`src/rtl/colbase_pkg.sv`:
```
package colbase_pkg;

    typedef enum logic {
        SEQ_IDLE = 1'b0,
        SEQ_RUN  = 1'b1
    } seq_state_e;

    typedef struct packed {
        seq_state_e state;
        logic       inject;
        logic       done;
    } seq_regs_t;

endpackage

```
`src/rtl/colbase_seq.sv`:
```
module colbase_seq
    import colbase_pkg::*;
(
    input  logic clk_i,
    input  logic rst_ni,
    input  logic start_i,
    input  logic tok_return_i,
    output logic tok_inject_o,
    output logic busy_o,
    output logic done_o
);

    seq_regs_t seq_d, seq_q;

    always_comb begin
        seq_d        = seq_q;
        seq_d.inject = 1'b0;
        seq_d.done   = 1'b0;
        unique case (seq_q.state)
            SEQ_IDLE: begin
                if (start_i) begin
                    seq_d.state  = SEQ_RUN;
                    seq_d.inject = 1'b1;
                end
            end
            SEQ_RUN: begin
                // start is deliberately not looked at here
                if (tok_return_i) begin
                    seq_d.state = SEQ_IDLE;
                    seq_d.done  = 1'b1;
                end
            end
            default: seq_d.state = SEQ_IDLE;
        endcase
    end

    always_ff @(posedge clk_i or negedge rst_ni) begin
        if (!rst_ni) begin
            seq_q <= '{state: SEQ_IDLE, inject: 1'b0, done: 1'b0};
        end else begin
            seq_q <= seq_d;
        end
    end

    assign tok_inject_o = seq_q.inject;
    assign done_o       = seq_q.done;
    assign busy_o       = (seq_q.state == SEQ_RUN);

endmodule

```
`src/rtl/colbase_addr_map.sv`:
```
module colbase_addr_map #(
    parameter int GRP_W      = 7,
    parameter int LOC_W      = 4,
    parameter int ROW_W      = 11,
    parameter int COL_W      = 11,
    parameter int TS_W       = 16,
    parameter int GROUP_ROWS = 12,
    parameter int COL_BASE   = 0,
    localparam int WORD_W    = ROW_W + COL_W + TS_W
) (
    input  logic [GRP_W-1:0]  grp_i,
    input  logic [LOC_W-1:0]  loc_i,
    input  logic              side_i,
    input  logic [TS_W-1:0]   ts_i,
    output logic [WORD_W-1:0] word_o
);

    localparam logic [ROW_W-1:0] ROWS_PER_GRP = ROW_W'(GROUP_ROWS);
    localparam logic [COL_W-1:0] COL_ORIGIN   = COL_W'(COL_BASE);

    logic [ROW_W-1:0] row_abs;
    logic [COL_W-1:0] col_abs;

    always_comb begin
        row_abs = ROW_W'(ROW_W'(grp_i) * ROWS_PER_GRP) + ROW_W'(loc_i);
        col_abs = COL_ORIGIN + COL_W'(side_i);
        // row on top, column in the middle, timestamp at the bottom
        word_o  = {row_abs, col_abs, ts_i};
    end

endmodule

```
`src/rtl/colbase_word_pipe.sv`:
```
module colbase_word_pipe #(
    parameter int W      = 38,
    parameter int STAGES = 2
) (
    input  logic         clk_i,
    input  logic         rst_ni,
    input  logic         in_valid_i,
    output logic         in_ready_o,
    input  logic [W-1:0] in_data_i,
    output logic         out_valid_o,
    input  logic         out_ready_i,
    output logic [W-1:0] out_data_o
);

    typedef struct packed {
        logic [STAGES-1:0]        vld;
        logic [STAGES-1:0][W-1:0] dat;
    } pipe_regs_t;

    pipe_regs_t pipe_d, pipe_q;
    logic [STAGES:0] adv;

    // a stage may load when it is empty or when its own content moves on
    assign adv[STAGES] = out_ready_i;
    for (genvar g = 0; g < STAGES; g++) begin : g_adv
        assign adv[g] = !pipe_q.vld[g] || adv[g+1];
    end

    always_comb begin
        pipe_d = pipe_q;
        if (adv[0]) begin
            pipe_d.vld[0] = in_valid_i;
            pipe_d.dat[0] = in_data_i;
        end
        for (int s = 1; s < STAGES; s++) begin
            if (adv[s]) begin
                pipe_d.vld[s] = pipe_q.vld[s-1];
                pipe_d.dat[s] = pipe_q.dat[s-1];
            end
        end
    end

    always_ff @(posedge clk_i or negedge rst_ni) begin
        if (!rst_ni) begin
            pipe_q <= '0;
        end else begin
            pipe_q <= pipe_d;
        end
    end

    assign in_ready_o  = adv[0];
    assign out_valid_o = pipe_q.vld[STAGES-1];
    assign out_data_o  = pipe_q.dat[STAGES-1];

endmodule

```
`src/rtl/colbase_hit_asm.sv`:
```
module colbase_hit_asm #(
    parameter int GRP_W       = 7,
    parameter int LOC_W       = 4,
    parameter int ROW_W       = 11,
    parameter int COL_W       = 11,
    parameter int TS_W        = 16,
    parameter int GROUP_ROWS  = 12,
    parameter int COL_BASE    = 0,
    parameter int PIPE_STAGES = 2,
    localparam int WORD_W     = ROW_W + COL_W + TS_W
) (
    input  logic              clk_i,
    input  logic              rst_ni,
    input  logic              start_i,
    output logic              tok_inject_o,
    input  logic              tok_return_i,
    input  logic              hit_valid_i,
    output logic              hit_ready_o,
    input  logic [GRP_W-1:0]  hit_grp_i,
    input  logic [LOC_W-1:0]  hit_loc_i,
    input  logic              hit_side_i,
    input  logic [TS_W-1:0]   hit_ts_i,
    output logic              word_valid_o,
    input  logic              word_ready_i,
    output logic [WORD_W-1:0] word_data_o,
    output logic              busy_o,
    output logic              done_o
);

    logic              run;
    logic              pipe_in_ready;
    logic [WORD_W-1:0] mapped_word;

    colbase_seq u_seq (
        .clk_i        (clk_i),
        .rst_ni       (rst_ni),
        .start_i      (start_i),
        .tok_return_i (tok_return_i),
        .tok_inject_o (tok_inject_o),
        .busy_o       (run),
        .done_o       (done_o)
    );

    colbase_addr_map #(
        .GRP_W      (GRP_W),
        .LOC_W      (LOC_W),
        .ROW_W      (ROW_W),
        .COL_W      (COL_W),
        .TS_W       (TS_W),
        .GROUP_ROWS (GROUP_ROWS),
        .COL_BASE   (COL_BASE)
    ) u_map (
        .grp_i  (hit_grp_i),
        .loc_i  (hit_loc_i),
        .side_i (hit_side_i),
        .ts_i   (hit_ts_i),
        .word_o (mapped_word)
    );

    colbase_word_pipe #(
        .W      (WORD_W),
        .STAGES (PIPE_STAGES)
    ) u_pipe (
        .clk_i       (clk_i),
        .rst_ni      (rst_ni),
        .in_valid_i  (hit_valid_i && run),
        .in_ready_o  (pipe_in_ready),
        .in_data_i   (mapped_word),
        .out_valid_o (word_valid_o),
        .out_ready_i (word_ready_i),
        .out_data_o  (word_data_o)
    );

    assign hit_ready_o = run && pipe_in_ready;
    assign busy_o      = run;

endmodule

```
`config.mk`:
```
export PLATFORM = sky130hd
export DESIGN_NAME = colbase_hit_asm
export DESIGN_NICKNAME = d
export VERILOG_FILES = /design/src/rtl/colbase_pkg.sv /design/src/rtl/colbase_seq.sv /design/src/rtl/colbase_addr_map.sv /design/src/rtl/colbase_word_pipe.sv /design/src/rtl/colbase_hit_asm.sv
export SDC_FILE = /design/constraint.sdc
export NUM_CORES = 1
export LEC_CHECK = 0
export CORE_MARGIN = 3
export CORE_UTILIZATION = 32
export DETAILED_ROUTE_END_ITERATION = 10
export MAX_ROUTING_LAYER = met4
export PLACE_DENSITY = 0.6
export SYNTH_ARGS = -nofsm -noshare
export SYNTH_HDL_FRONTEND = slang
export SYNTH_HIERARCHICAL = 1
export SYNTH_SLANG_ARGS = --single-unit
```
`constraint.sdc`:
```
create_clock -name clk_i -period 1.34 [get_ports clk_i]
set_input_delay 0.134 -clock clk_i [delete_from_list [all_inputs] [get_ports clk_i]]
set_output_delay 0.134 -clock clk_i [all_outputs]
set_load 0.02 [all_outputs]
```
==> flow_summary.ini, run 1 <==
[synthesis]
syn_area_um2 = 4150
ys_ff_latch = 81
seq_area_frac_synth = 0.489
async_reset_ff_frac = 1.00
synth_top_area_cell = dfrtp_1
syn_area_per_cell_um2 = 13.4
yosys-top-cells-area = dfrtp_1, mux2_2, buf_4
synth_ff_type = dfrtp_1
synth_warnings = 6
synth_cell_types = 49
synth-edff-count = 0
yosysTopAreaCellShare = 0.489
syn_inst = 309

[flow_run]
maxCapViolations = 0

[worst_setup_path]
worst_setup_path_start_kind = primary input
max_stage_delay_ps = 390
cp_cell_sequence = buf_8, ha_4, fa_2, a211oi_4, o2111ai_2, nor4b_4, a311oi_1, a311o_1, mux2_4
path_class = in -> reg
crit_required_ps = 1550
critical-path-top-delay-family = compound AO/OA/AOI/OAI gates
cp_slowest_cell = fa_2
crit_path_end_kind = flop
critPathMaxFanout = 4
worst-path-buf-inv = 1
crit_arrival_ps = 2320

[detailed_routing]
via_count = 2426
drt_iter0_drc = 95
post-route-drc-count = 0
wire_per_inst_um = 14.5
drtPass1Iterations = 4
vias_per_cell = 4.35
drt_wl_total_mm = 8.08
ant_nets = 0

[clock_network]
clockRootBuffer = clkbuf_16
cts_tree = built
numCtsBuffers = 9
path_clk_slew_ps = 60
cts_sinks = 81
clock_latency_ps = 330
clock_path_buffers = 2
h-tree-depth = 3

[sta]
slew_violations = 0
setup_viol = 7
fmax_mhz = 474
finalCritPeriodShare = 1.58
finalClockSkew_ps = 8.59
layout_min_cycle_time_ps = 2110
rsz0062_at_grt = true
finalHoldViolations = 0
final.setup.worst_slack_ps = -772

[die]
ioPinCount = 77
die_w_um = 120
die_area_um2 = 14400
initial_core_util = 0.336
design.core.area_um2 = 12400
rows = 40
fp.dieH_um = 120

[finish]
layout.nets = 431
layout-drive-gt1-share = 0.479
n_fill_cell = 1164
final_cell_mix = dfrtp_1, mux2_2, dlygate4sd2_1
antenna_cells = 0
design_area_um2 = 5620
areaGrowthSynthToFinish_pct = 35.6
multi_input_area_um2 = 1760
utilization = 0.455
register_area_um2 = 2030
finalNonFillerCells = 558
final_common_cell = dfrtp_1

[pwr]
leakage_uw = 0.00254
finalPower_uw = 7880
p_per_area_nw_per_um2 = 1400
ir_drop_uv = 582

[global_route]
grt_pass1_wl_mm = 12.5
grt_max_degree = 32
grt_usage = 0.111
antenna_found_initial = 0
grt_overflow = 0
grt_pass1_vias = 2532

[placement]
place.port_buffers = 76
pre_cts_ws_ps = -1540
dpl-instance-area_um2 = 4930
hpwl_mm = 5.34
dp_cells = 520
gp_congestion = 0.813

[run_status]
violations = negative setup slack
outcome = finished with violations

[worst_hold_path]
hp-class = in -> reg
tightest hold or removal path, cell delays in order:
cell and delay (ps):
buf_2 100, ha_4 120, mux2_2 130
final timing paths:
check	start	end	slack [ps]	cells after the start
max	hit_grp_i[0]	u_pipe/pipe_q[37]	-770	9
min	hit_loc_i[2]	u_pipe/pipe_q[29]	190	3
max reg2reg	u_pipe/out_valid_o	u_pipe/out_data_o[6]	20	4
min reg2reg	u_pipe/pipe_q[1]	u_pipe/pipe_q[1]	480	1
max in group asynchronous	rst_ni	u_pipe/out_valid_o	590	3
min in group asynchronous	rst_ni	u_pipe/out_data_o[22]	260	2
cells by family after synthesis:
group	synth area share
XOR/XNOR	0.0187
buffers and inverters	0.144
flip-flops	0.489
multiplexers	0.214
AO/OA/AOI/OAI	0.0425
other	0.000904
adder cells (fa/ha/maj)	0.0398
AND/OR/NAND/NOR	0.0510
layout make-up:
class	count	share of cell area
clock buffers	12	0.0438
clock inverters	4	0.0136
inverters	5	0.00334
multi-input cells	157	0.312
flip-flops and latches	81	0.361
repair buffers	131	0.229
well taps	168	0.0374
synth_stat cells, types with 2 or more instances:
| cell | n |
|---|---|
| dfrtp_1 | 81 |
| buf_4 | 73 |
| mux2_2 | 64 |
| ha_1 | 10 |
| mux2_4 | 9 |
| inv_1 | 5 |
| nor2_1 | 5 |
| xnor2_1 | 4 |
| and2_1 | 3 |
| mux2_1 | 3 |
| nand3_1 | 3 |
| xor2_1 | 3 |
| a211o_1 | 2 |
| a21o_1 | 2 |
| a21oi_1 | 2 |
| and2_4 | 2 |
| fa_1 | 2 |
| nand2_1 | 2 |
| nand2b_1 | 2 |
| o21ai_0 | 2 |
| or2_2 | 2 |
layer usage:
metal,GRT usage,wire [um],up-vias
li1,-,-,1142
met1,0.128,3360,1233
met2,0.183,4280,45
met3,0.0302,344,6
met4,0.0472,94,0
met5,-,0,-
repair_timing:
action / 4_1_cts / 5_1_grt
cloned: 0 / 5
setup buffers: 9 / 13
hold buffers: 1 / 0
pin swaps: 14 / 21
setup endpoints to repair: 51 / 32
gates resized for setup: 92 / 27
hold endpoints to repair: 21 / 0
flip-flops by register name, indices dropped and copies added (netlist names):
register,cells
u_seq/tok_inject_o,1
u_seq/done_o,1
u_pipe/out_valid_o,1
u_seq/busy_o,1
u_pipe/out_data_o,38
u_pipe/pipe_q,39
metrics by stage:
stage / setup TNS [ps] / hold slack, ps
2_1_floorplan: -2610 / -162
6_report: -2710 / 191
4_1_cts: -2750 / 180
3_5_place_dp: -21570 / 68.2
3_3_place_gp: -20490 / 68.0
5_1_grt: -3240 / 185
power breakdown:
part           switching [uW]  internal, uW  leakage [uW]
sequential                213          2850      0.000947
combinational            1010          1220       0.00144
clock                     908          1690      0.000153
(Power assumes the default switching activity.)
==> run 2: changes to the inputs <==
--- a/config.mk
+++ b/config.mk
@@ -10,6 +10,7 @@
 export DETAILED_ROUTE_END_ITERATION = 10
 export MAX_ROUTING_LAYER = met4
 export PLACE_DENSITY = 0.6
+export SLEW_MARGIN = 10
 export SYNTH_ARGS = -nofsm -noshare
 export SYNTH_HDL_FRONTEND = slang
 export SYNTH_HIERARCHICAL = 1
==> results of run 2 <==
Same layout as run 1: the final DEF is identical, and so are final timing and power.
